### src/rtl/dprs_pkg.sv
package dprs_pkg;

  // Wider of two field widths; sizes the shared phase counter.
  function automatic int unsigned max_w(input int unsigned a, input int unsigned b);
    return (a > b) ? a : b;
  endfunction

  // A field value f yields a phase of f+1 system cycles.
  function automatic int unsigned phase_cycles(input int unsigned f);
    return f + 1;
  endfunction

  // Full output period for a pair of field values.
  function automatic int unsigned period_cycles(input int unsigned hi_f, input int unsigned lo_f);
    return phase_cycles(hi_f) + phase_cycles(lo_f);
  endfunction

endpackage

### src/rtl/dprs_load_sel.sv
module dprs_load_sel #(
  parameter int unsigned HI_W  = 5,
  parameter int unsigned LO_W  = 3,
  parameter int unsigned CNT_W = 5
) (
  input  logic [HI_W-1:0]  hi_f,
  input  logic [LO_W-1:0]  lo_f,
  input  logic             pick_hi,
  output logic [CNT_W-1:0] load_val
);

  logic [CNT_W-1:0] hi_wide;
  logic [CNT_W-1:0] lo_wide;

  // Zero-extend each field into the counter width.
  always_comb begin
    hi_wide = CNT_W'(hi_f);
    lo_wide = CNT_W'(lo_f);
  end

  assign load_val = pick_hi ? hi_wide : lo_wide;

endmodule

### src/rtl/dprs_phase_cnt.sv
module dprs_phase_cnt #(
  parameter int unsigned CNT_W      = 5,
  parameter bit          STORE_COMPL = 1'b1
) (
  input  logic             clk,
  input  logic             rst,
  input  logic             load,
  input  logic [CNT_W-1:0] load_val,
  output logic             term,
  output logic [CNT_W-1:0] count_val
);

  logic [CNT_W-1:0] cnt_q;

  generate
    if (STORE_COMPL) begin : g_compl
      // The register holds the ones' complement of the remaining count.
      // Counting up here is counting down in true form; all ones means zero left.
      always_ff @(posedge clk) begin
        if (load) cnt_q <= ~load_val;
        else      cnt_q <= cnt_q + 1'b1;
      end
      assign term      = &cnt_q;
      assign count_val = ~cnt_q;
    end else begin : g_plain
      always_ff @(posedge clk) begin
        if (load) cnt_q <= load_val;
        else      cnt_q <= cnt_q - 1'b1;
      end
      assign term      = (cnt_q == '0);
      assign count_val = cnt_q;
    end
  endgenerate

  // after a load the remaining count equals the loaded length
  assert_load_value_R2: assert property (@(posedge clk) disable iff (rst)
    load |=> (count_val == $past(load_val)));

  // between loads the remaining count steps down by one
  assert_count_step_R3: assert property (@(posedge clk) disable iff (rst)
    !load |=> (count_val == CNT_W'($past(count_val) - 1'b1)));

endmodule

### src/rtl/dprs_edge_gen.sv
module dprs_edge_gen (
  input  logic clk,
  input  logic rst,
  input  logic term,
  output logic level,
  output logic rise
);

  logic level_q;
  logic rise_q;
  logic going_high;

  assign going_high = term && !level_q;

  always_ff @(posedge clk) begin
    if (rst) begin
      level_q <= 1'b0;
      rise_q  <= 1'b0;
    end else begin
      if (term) level_q <= !level_q;
      rise_q <= going_high;
    end
  end

  assign level = level_q;
  assign rise  = rise_q;

  // the strobe only appears while the level is high
  assert_rise_in_high_R5: assert property (@(posedge clk) disable iff (rst)
    rise_q |-> level_q);

  // the strobe never lasts longer than one cycle
  assert_rise_single_R5: assert property (@(posedge clk) disable iff (rst)
    rise_q |=> !rise_q);

  // the level changes only at the counter's terminal state
  assert_level_hold_R4: assert property (@(posedge clk) disable iff (rst)
    !term |=> $stable(level_q));

  // a low-to-high change always raises the strobe
  assert_rise_follows_R5: assert property (@(posedge clk) disable iff (rst)
    (term && !level_q) |=> (rise_q && level_q));

endmodule

### src/rtl/duty_prescaler.sv
module duty_prescaler #(
  parameter int unsigned HI_W        = 5,
  parameter int unsigned LO_W        = 3,
  parameter bit          STORE_COMPL = 1'b1
) (
  input  logic            clk,
  input  logic            rst,
  input  logic [HI_W-1:0] hi_time,
  input  logic [LO_W-1:0] lo_time,
  output logic            clk_level,
  output logic            rise_en
);

  localparam int unsigned CNT_W = dprs_pkg::max_w(HI_W, LO_W);
  localparam int unsigned LEN_W = CNT_W + 1;

  logic             term;
  logic             load;
  logic             pick_hi;
  logic [CNT_W-1:0] load_val;
  logic [CNT_W-1:0] count_val;
  logic             level;
  logic             rise;

  // Reset loads a low phase. A terminal count loads the opposite phase.
  assign load    = rst || term;
  assign pick_hi = !rst && !level;

  dprs_load_sel #(
    .HI_W (HI_W),
    .LO_W (LO_W),
    .CNT_W(CNT_W)
  ) u_sel (
    .hi_f    (hi_time),
    .lo_f    (lo_time),
    .pick_hi (pick_hi),
    .load_val(load_val)
  );

  dprs_phase_cnt #(
    .CNT_W      (CNT_W),
    .STORE_COMPL(STORE_COMPL)
  ) u_cnt (
    .clk      (clk),
    .rst      (rst),
    .load     (load),
    .load_val (load_val),
    .term     (term),
    .count_val(count_val)
  );

  dprs_edge_gen u_edge (
    .clk  (clk),
    .rst  (rst),
    .term (term),
    .level(level),
    .rise (rise)
  );

  assign clk_level = level;
  assign rise_en   = rise;

  // Track the length of each phase independently of the counter, for checking only.
  logic [LEN_W-1:0] run_q;
  logic [LEN_W-1:0] want_q;
  always_ff @(posedge clk) begin
    if (load) begin
      run_q  <= '0;
      want_q <= LEN_W'(dprs_pkg::phase_cycles(int'(load_val)));
    end else begin
      run_q  <= run_q + 1'b1;
    end
  end

  // each phase ends exactly at the length captured when it was loaded
  assert_phase_len_R2: assert property (@(posedge clk) disable iff (rst)
    term |-> (LEN_W'(run_q + 1'b1) == want_q));

  // reset leaves the level low
  assert_reset_low_R1: assert property (@(posedge clk)
    rst |=> (!clk_level && !rise_en));

endmodule

### config.mk
export PLATFORM = sky130hd
export DESIGN_NAME = duty_prescaler
export DESIGN_NICKNAME = d
export VERILOG_FILES = /design/src/rtl/dprs_pkg.sv /design/src/rtl/dprs_load_sel.sv /design/src/rtl/dprs_phase_cnt.sv /design/src/rtl/dprs_edge_gen.sv /design/src/rtl/duty_prescaler.sv
export SDC_FILE = /design/constraint.sdc
export NUM_CORES = 1
export LEC_CHECK = 0
export BUFFER_PORTS_ARGS = -buffer_cell sky130_fd_sc_hd__buf_4
export CAP_MARGIN = 20
export CELL_PAD_IN_SITES_DETAIL_PLACEMENT = 1
export CELL_PAD_IN_SITES_GLOBAL_PLACEMENT = 1
export CORE_AREA = 2 2 39 41
export CTS_CLUSTER_DIAMETER = 30
export DETAILED_ROUTE_END_ITERATION = 8
export DIE_AREA = 0 0 41 43
export GPL_ROUTABILITY_DRIVEN = 0
export GPL_TIMING_DRIVEN = 0
export PLACE_DENSITY_LB_ADDON = 0.1
export SETUP_SLACK_MARGIN = 0.4
export SLEW_MARGIN = 0
export SYNTH_ARGS = -nofsm -noshare
export SYNTH_HDL_FRONTEND = slang
export SYNTH_HIERARCHICAL = 1
export SYNTH_SLANG_ARGS = --single-unit
### constraint.sdc
create_clock -name clk -period 3.54 [get_ports clk]
set_clock_uncertainty 0.15 [all_clocks]
set_input_delay 0.177 -clock clk [delete_from_list [all_inputs] [get_ports clk]]
set_output_delay 0.177 -clock clk [all_outputs]
set_load 0.1 [all_outputs]
==> out/summary.json <==
{
  "wl_um": 724,
  "flow.area_growth_from_synthesis_pct": 40.6,
  "vdd_drop_max_mv": 0.273,
  "dr.pass1.iters": 2,
  "syn-cell-area_um2": 345,
  "die_width_um": 41,
  "clock_tree.htree_level_count": 1,
  "post-place-cells": 60,
  "core_area_um2": 1380,
  "clock_sink_count": 7,
  "cp_data_arrival_time_ns": 1.83,
  "antenna_cells": 0,
  "post_synth_inst_count": 33,
  "report.final.hold_viol_count": 0,
  "route.detailed.drc": 0,
  "critical-path-slowest-cell": "sky130_fd_sc_hd__dfxtp_1",
  "drv_slew": 0,
  "dp_hpwl_um": 568,
  "whs_endpoint": "u_cnt/cnt_q[3]$_DFF_P_",
  "min_path_cells": 3,
  "utilization_pct": 35.1,
  "path_class": "reg -> reg",
  "initial_antenna_violation_count": 0,
  "finalNetCount": 62,
  "vias_per_cell": 4.15,
  "timing.final.crit_period_ns": 1.83,
  "track_usage_pct": 10.9,
  "layout.cells.non_filler": 65,
  "placed_cell_area_um2": 448,
  "antenna_left": 0,
  "cp_slowest_stage_delay_ns": 0.34,
  "start_util_pct": 25.0,
  "layout.cell_area.non_filler_um2": 485,
  "worst_slack_ns": 1.71,
  "slew_headroom_pct": 74.7,
  "ioPinCount": 12,
  "std_cell_rows": 14,
  "grt_overflow_total": 0,
  "cts_inserted_buffers": 3,
  "detailroute.via_count": 270,
  "worst-r2r-setup-slack_ns": 1.71,
  "detail_route.wl_per_cell_um": 11.1,
  "worst_slack_at_placement_ns": 1.72,
  "layout-drive-gt1-share_pct": 46.9,
  "timing.reg2reg.worst_path_depth": 7,
  "grt_pass1_wl_um": 1170,
  "leakage_nw": 0.243,
  "die_h_um": 43,
  "final.setup.tns_ns": 0,
  "vias_in_the_first_global_route": 268,
  "worst_r2r_endpoint": "u_cnt/cnt_q[2]$_DFF_P_",
  "die_area_um2": 1760,
  "clk_pin_slew_ns": 0.06,
  "power_mw": 0.371,
  "cts_buffer_depth": 2,
  "cp-end-kind": "flop",
  "io_buffers": 11,
  "critical_path.cell_chain": "ha_1 > and3_2 > ha_1 > or2_1 > buf_4 > nor2_1 > a21oi_2",
  "cts.repair.resized": 0,
  "timing.final.crit_share_pct": 51.8,
  "yosysWarningCount": 6,
  "finalSetupViolCount": 0,
  "maxClockFrequency_ghz": 0.545,
  "cts-root-buf": "sky130_fd_sc_hd__clkbuf_4",
  "detailedRoute.firstIterationViolations": 1,
  "net_count_after_synthesis": 45,
  "timing.critical_path.fanout_max": 6,
  "power-per-cell-area_nw_per_um2": 764,
  "worstSkewPairLatency_ns": 0.26,
  "hold-worst-slack_ns": 0.0654,
  "worst_r2r_startpoint": "u_cnt/cnt_q[0]$_DFF_P_",
  "min_from": "hi_time[3]",
  "rsz_0062_raised_after_global_routing": "no",
  "result_of_the_run": "finished, final reports clean",
  "syn_avg_cell_area_um2": 10.5,
  "worstSetupStartpointType": "flop",
  "clock_tree_from_tritoncts": "done",
  "worst_path_most_repeated_cell": "sky130_fd_sc_hd__ha_1",
  "cap_violations": 0,
  "hold_crit_class": "in -> reg",
  "grt_start_max_net_pins": 7,
  "transition_at_the_pin_with_the_smallest_max_transition_slack_ns": 0.378,
  "worst-endpoint-required_ns": 3.53
}
cell type report:
| cell class | instances | area [µm²] |
|---|---|---|
| Clock buffer | 3 | 22.5 |
| Buffer | 1 | 7.51 |
| Sequential cell | 7 | 140 |
| Clock inverter | 1 | 5.00 |
| Multi-Input combinational cell | 22 | 186 |
| Fill cell | 173 | 898 |
| Inverter | 3 | 11.3 |
| Timing Repair Buffer | 12 | 92.6 |
| Tap cell | 16 | 20.0 |
worst max-delay path by stage:
stage	startpoint	end	slack, ns	cells past startpoint
after global placement	u_cnt/cnt_q[0]$_DFF_P_	u_cnt/cnt_q[2]$_DFF_P_	1.76	7
after floorplan	u_edge/level$_SDFFE_PP0P_	u_cnt/cnt_q[2]$_DFF_P_	1.69	3
after detailed placement	u_cnt/cnt_q[0]$_DFF_P_	u_cnt/cnt_q[2]$_DFF_P_	1.72	7
after global routing	u_cnt/cnt_q[0]$_DFF_P_	u_cnt/cnt_q[2]$_DFF_P_	1.60	7
final	u_cnt/cnt_q[0]$_DFF_P_	u_cnt/cnt_q[2]$_DFF_P_	1.71	7
after CTS	u_cnt/cnt_q[0]$_DFF_P_	u_cnt/cnt_q[2]$_DFF_P_	1.70	7
flip-flops by register name, summed over array words and instances, names as in the netlist:
signal and count:
u_edge/level 1, u_cnt/cnt_q 5, u_edge/rise 1
metal layers:
metal | wire length, µm | vias to the layer above | global-route usage (%)
met1 | 322 | 116 | 12.0
li1 | - | 141 | -
met2 | 335 | 9 | 14.7
met5 | 0 | - | 0
met3 | 41 | 4 | 3.14
met4 | 25 | 0 | 12.0
report_power, final:
part / internal, mW / switching (mW)
clock: 0.0415 / 0.0336
sequential: 0.112 / 0.0213
combinational: 0.0723 / 0.0897
total: 0.226 / 0.145
cells in the final DEF, fill, tap and decap left out, drive strengths merged:
master       instances
inv                  3
buf                 12
xnor2                2
dfxtp                7
xor2                 1
clkinv               1
a21oi                1
mux2i                4
nor2                 3
dlygate4sd3          1
nand3                1
mux2                 3
ha                   2
or2                  1
clkbuf               3
and3                 1
nor3b                1
and2                 2
critical path: cells and delay by family, from the launching register on:
family,cells,cell delay [ns]
compound gates,1,0.04
simple gates,3,0.58
fa+ha+maj,2,0.44
buf+inv,1,0.17
flops,1,0.34
timing repair:
action,4_1_cts,5_1_grt
hold buffers,1,0
hold endpoints to repair,2,0
buffers inserted,0,0
endpoints found under the setup margin,0,0
Note: power is estimated with default switching activity, not from simulation.
